==> src/rtl/pci_lat_pkg.sv <==
package pci_lat_pkg;

    typedef enum logic [2:0] {
        ST_IDLE,
        ST_WAIT_FIRST,
        ST_WAIT_NEXT,
        ST_DATA,
        ST_STOP
    } lat_state_t;

endpackage

==> src/rtl/pci_lat_counter.sv <==
module pci_lat_counter #(
    parameter int INIT_LIM = 32,
    parameter int BEAT_LIM = 8
) (
    input  logic clk,
    input  logic rst_n,
    input  logic clr,
    input  logic cnt_en,
    input  logic sel_first,
    output logic at_limit
);
    localparam int CW = $clog2(INIT_LIM + 1);
    localparam logic [CW-1:0] CMAX     = '1;
    localparam logic [CW-1:0] INIT_THR = CW'(INIT_LIM - 1);
    localparam logic [CW-1:0] BEAT_THR = CW'(BEAT_LIM - 1);

    logic [CW-1:0] wait_cnt;
    logic [CW-1:0] thr;

    // count clocks spent waiting; hold at the top value instead of wrapping
    always_ff @(posedge clk or negedge rst_n) begin
        if (!rst_n) begin
            wait_cnt <= '0;
        end else if (clr) begin
            wait_cnt <= '0;
        end else if (cnt_en && (wait_cnt != CMAX)) begin
            wait_cnt <= wait_cnt + 1'b1;
        end
    end

    always_comb begin
        thr      = sel_first ? INIT_THR : BEAT_THR;
        at_limit = (wait_cnt >= thr);
    end

endmodule

==> src/rtl/pci_lat_fsm.sv <==
module pci_lat_fsm
    import pci_lat_pkg::*;
(
    input  logic clk,
    input  logic rst_n,
    input  logic txn_start,
    input  logic data_rdy,
    input  logic data_xfer,
    input  logic txn_end,
    input  logic lat_en,
    input  logic pw_pending,
    input  logic pw_retry_en,
    input  logic at_limit,
    output logic cnt_clr,
    output logic cnt_en,
    output logic sel_first,
    output logic stop_req,
    output logic any_xfer,
    output logic busy
);
    lat_state_t state, nxt;
    logic       waiting;
    logic       pw_block;

    always_comb begin
        pw_block = pw_retry_en && pw_pending;
        waiting  = (state == ST_WAIT_FIRST) || (state == ST_WAIT_NEXT);
    end

    // state register and transfer flag
    always_ff @(posedge clk or negedge rst_n) begin
        if (!rst_n) begin
            state    <= ST_IDLE;
            any_xfer <= 1'b0;
        end else begin
            state <= nxt;
            if ((state == ST_IDLE) && txn_start) begin
                any_xfer <= 1'b0;
            end else if ((state == ST_DATA) && data_xfer) begin
                any_xfer <= 1'b1;
            end
        end
    end

    // next-state decode
    always_comb begin
        nxt = state;
        unique case (state)
            ST_IDLE: begin
                if (txn_start) begin
                    nxt = pw_block ? ST_STOP : ST_WAIT_FIRST;
                end
            end
            ST_WAIT_FIRST, ST_WAIT_NEXT: begin
                if (txn_end) begin
                    nxt = ST_IDLE;
                end else if (data_rdy) begin
                    nxt = ST_DATA;
                end else if (lat_en && at_limit) begin
                    nxt = ST_STOP;
                end
            end
            ST_DATA: begin
                if (txn_end) begin
                    nxt = ST_IDLE;
                end else if (data_xfer) begin
                    nxt = ST_WAIT_NEXT;
                end
            end
            ST_STOP: begin
                if (txn_end) begin
                    nxt = ST_IDLE;
                end
            end
            default: nxt = ST_IDLE;
        endcase
    end

    // outputs
    always_comb begin
        cnt_clr   = ((state == ST_IDLE) && txn_start) ||
                    ((state == ST_DATA) && data_xfer);
        cnt_en    = waiting && !data_rdy;
        sel_first = (state == ST_WAIT_FIRST);
        stop_req  = (state == ST_STOP);
        busy      = (state != ST_IDLE);
    end

endmodule

==> src/rtl/pci_lat_ctrl.sv <==
module pci_lat_ctrl #(
    parameter int INIT_LIM = 32,
    parameter int BEAT_LIM = 8
) (
    input  logic clk,
    input  logic rst_n,
    input  logic txn_start,
    input  logic data_rdy,
    input  logic data_xfer,
    input  logic txn_end,
    input  logic lat_en,
    input  logic pw_pending,
    input  logic pw_retry_en,
    output logic stop_req,
    output logic any_xfer
);
    logic cnt_clr;
    logic cnt_en;
    logic sel_first;
    logic at_limit;
    logic busy;

    pci_lat_counter #(
        .INIT_LIM (INIT_LIM),
        .BEAT_LIM (BEAT_LIM)
    ) u_cnt (
        .clk       (clk),
        .rst_n     (rst_n),
        .clr       (cnt_clr),
        .cnt_en    (cnt_en),
        .sel_first (sel_first),
        .at_limit  (at_limit)
    );

    pci_lat_fsm u_fsm (
        .clk         (clk),
        .rst_n       (rst_n),
        .txn_start   (txn_start),
        .data_rdy    (data_rdy),
        .data_xfer   (data_xfer),
        .txn_end     (txn_end),
        .lat_en      (lat_en),
        .pw_pending  (pw_pending),
        .pw_retry_en (pw_retry_en),
        .at_limit    (at_limit),
        .cnt_clr     (cnt_clr),
        .cnt_en      (cnt_en),
        .sel_first   (sel_first),
        .stop_req    (stop_req),
        .any_xfer    (any_xfer),
        .busy        (busy)
    );

endmodule

==> config.mk <==
export PLATFORM = sky130hd
export DESIGN_NAME = pci_lat_ctrl
export DESIGN_NICKNAME = d
export VERILOG_FILES = /design/src/rtl/pci_lat_pkg.sv /design/src/rtl/pci_lat_counter.sv /design/src/rtl/pci_lat_fsm.sv /design/src/rtl/pci_lat_ctrl.sv
export SDC_FILE = /design/constraint.sdc
export NUM_CORES = 1
export LEC_CHECK = 0
export BUFFER_PORTS_ARGS = -buffer_cell sky130_fd_sc_hd__buf_2
export CAP_MARGIN = 20
export CORE_MARGIN = 5
export CORE_UTILIZATION = 47
export DETAILED_ROUTE_END_ITERATION = 6
export PLACE_DENSITY_LB_ADDON = 0.2
export SYNTH_ARGS = -nofsm -noshare
export SYNTH_HDL_FRONTEND = slang
export SYNTH_HIERARCHICAL = 1
export SYNTH_SLANG_ARGS = --single-unit
==> constraint.sdc <==
create_clock -name clk -period 1.85 [get_ports clk]
set_clock_uncertainty 0.05 [all_clocks]
set_input_delay 0.185 -clock clk [delete_from_list [all_inputs] [get_ports clk]]
set_output_delay 0.185 -clock clk [all_outputs]
set_load 0.01 [all_outputs]
==> qor.csv <==
metric;value;unit
Clock Tree Root;clkbuf_4;
final WL;1640;um
crit path buf inv count;1;
largest family of logic cells by synthesized area;simple AND/OR/NAND/NOR gates;
Global Route Usage Sum;15.0;%
die height;50.2;um
share of post-route cells with drive strength above 1;32.0;%
Final Non-Filler Cells;116;
syn avg cell area;9.15;um^2
Worst Hold Launch;data_xfer;
VDD IR max;624;uV
Mapped Cells;83;
Synth top area share;32.9;%
DP Area;851;um^2
Antenna Nets Post-Route;0;
Post-DP HPWL;1260;um
first-pass GRT wire length;2920;um
Slowest-stage cell, CP;dfrtp_1;
cell family with most CP delay;compound AO/OA/AOI/OAI gates;
vias per inst;5.90;
Crit path largest cell delay;0.40;ns
clock-pin slew on the worst setup and hold paths;0.06;ns
register area share after synthesis;32.9;%
R2R setup slack;-0.05;ns
RR Endpoint;u_fsm/state[0];
Reg2Reg Depth;9;
ratio of final minimum period to clock period;103;%
max cap viols;0;
cell area after layout;900;um^2
worst r2r src;u_fsm/state[1];
router iterations before antenna repair;4;
Data required, critical path;2.00;ns
xor and xnor fraction of the mapped netlist area;1.15;%
I/O Pins;11;
mux cell area share after synthesis;1.32;%
critical-path maximum fanout;2;
yosys warns;6;
Die Wd;50.2;um
core box area;1520;um^2
Final nets;113;
Netlist cell types;37;
DR WL/cell;14.2;um
pwr dens;1330;nW/um^2
initial DRC count;14;
CTS sink count;10;
final worst slack;-0.0511;ns
largest net degree at the start of global routing;11;
startpoint class of the critical path;register;
Longest Clk Path Bufs;2;
GP Congestion;0.802;
RSZ-0062 raised after global routing;true;
Yosys top cell by area;dfrtp_1;
CTS buffer count;3;
Area contributors post-synth;dfrtp_1 33%, ha_1 4.9%, nor3b_1 4.9%;
Compound-Gate Fraction of Synth Area;22.4;%
CTS tree;built;
antenna violations before repair;0;
register area;250;um^2
post-synth net total;95;
crit path time final;1.90;ns
worst hold endpoint;u_fsm/any_xfer;
most frequent cells in the layout;10 x buf_2, 10 x dfrtp_1, 7 x nand2_1, 7 x buf_4, 6 x nor2_1;
hold depth;3;
die area;2520;um^2
fillers;145;
Finished Core Util;59.0;%
worst-skew pair later-pin latency;0.26;ns
vias in the first global route;674;
residual DRC count;0;
final hold vios;0;
FF+latch count, synth;10;
ant diodes;0;
CP endpoint kind;register;
Vias;684;
IO buf count;10;
row count;14;
Hold WC Path Type;in -> reg;
Max Freq;526;MHz
Adder-Cell Fraction of Synth Area;4.94;%
placed cells;111;
max-slew violations;0;
final setup fails;3;
outcome;finished with violations;
Post-Synth Simple-Gate Area;29.2;%
Design Power;0.00120;W
Starting Density;49.8;%
critical path class;reg -> reg;
P_leak;0.405;nW
H-tree levels;1;
failing checks;negative setup slack;
Setup TNS Final;-0.101;ns
relative slew slack;69.3;%
multi-input logic area;462;um^2
post-synthesis cell area;759;um^2
Worst Path Arrival;2.05;ns
gr ovfl total;0;
CP Cell Sequence;nor3b_2 > inv_1 > ha_1 > a31o_2 > a211o_2 > nand2_2 > o21ai_2 > nor2_1 > o32a_1;
Synth-to-Final Area Change;18.5;%
Slew @ Worst Pin;0.456;ns
==> metrics by stage <==
step	setup WS, ns	hold slack, ns
final	-0.0511	0.167
after global routing	-0.155	0.160
after CTS	-0.0357	0.163
after detailed placement	-0.0452	0.00968
after global placement	-0.0271	0.00886
after floorplan	-0.0690	-0.161
==> worst min-delay path, delay by kind of cell <==
kind            cells  cell delay (ns)
buf+inv             1             0.10
compound gates      1             0.08
simple gates        1             0.09
==> cells by family (layout without fill, tap and decap cells) <==
| group | count (synthesis) | count (layout) |
|---|---|---|
| buf+inv | 10 | 27 |
| compound gates | 22 | 22 |
| fa+ha+maj | 3 | 3 |
| mux | 1 | 1 |
| xor+xnor | 1 | 1 |
| simple gates | 36 | 36 |
| flops | 10 | 10 |
==> layer usage <==
metal / GRT usage [%] / up-vias / share of wire, %
li1: - / 348 / -
met1: 19.0 / 320 / 49
met2: 23.4 / 14 / 45
met3: 5.33 / 2 / 4.9
met4: 5.24 / 0 / 0.73
met5: 0 / - / 0
==> where the power goes <==
part	internal (W)	switching (W)	total [W]
clock network	0.000120	0.0000747	0.000194
registers	0.000283	0.0000672	0.000350
logic	0.000304	0.000347	0.000651
total	0.000707	0.000489	0.00120
==> how the worst max path moves through the flow <==
stage | endpoint | start | cells after the start
2_1_floorplan | u_fsm/state[0] | u_fsm/state[2] | 10
3_3_place_gp | u_fsm/state[0] | u_fsm/state[2] | 9
3_5_place_dp | u_fsm/state[0] | u_fsm/state[2] | 9
4_1_cts | u_fsm/state[0] | u_fsm/state[2] | 9
5_1_grt | u_fsm/state[0] | u_fsm/state[1] | 9
6_report | u_fsm/state[0] | u_fsm/state[1] | 9
==> Yosys cell counts <==
| cell type | number |
|---|---|
| a211o_2 | 1 |
| a21oi_1 | 4 |
| a21oi_2 | 1 |
| a31o_2 | 1 |
| a31oi_1 | 3 |
| a32o_2 | 1 |
| a41oi_1 | 2 |
| and3_1 | 1 |
| buf_2 | 1 |
| buf_4 | 2 |
| buf_6 | 2 |
| dfrtp_1 | 10 |
| ha_1 | 3 |
| inv_1 | 5 |
| mux2i_1 | 1 |
| nand2_1 | 8 |
| nand2_4 | 1 |
| nand2b_1 | 1 |
| nand3_1 | 1 |
| nand3b_1 | 1 |
| nand4_1 | 1 |
| nand4b_1 | 2 |
| nor2_1 | 7 |
| nor2b_4 | 1 |
| nor3_1 | 4 |
| nor3b_1 | 5 |
| nor3b_4 | 1 |
| nor4_1 | 1 |
| nor4b_1 | 1 |
| o211ai_1 | 2 |
| o21ai_0 | 1 |
| o21bai_1 | 1 |
| o2bb2ai_1 | 1 |
| o311a_1 | 1 |
| o31a_1 | 1 |
| o32a_1 | 2 |
| xnor2_1 | 1 |
==> state kept, by name, indices dropped and copies added (netlist names) <==
register        flops
u_fsm/any_xfer      1
u_fsm/state         3
u_cnt/wait_cnt      6
==> timing repair <==
item | 4_1_cts | 5_1_grt
hold buffers | 1 | 0
pin swaps | 2 | 1
gates cloned | 0 | 0
hold endpoints to repair | 10 | 0
endpoints found under the setup margin | 3 | 5
gates resized for setup | 0 | 1
setup buffers | 0 | 0
==> final cells by class <==
| cell class | instances | area share [%] |
|---|---|---|
| inverter | 5 | 2.09 |
| sequential | 10 | 27.8 |
| clock buffer | 4 | 4.03 |
| timing repair buffer | 18 | 12.5 |
| tap | 16 | 2.23 |
| multi-input combinational | 63 | 51.3 |
Note: power is estimated with default switching activity, not from simulation.
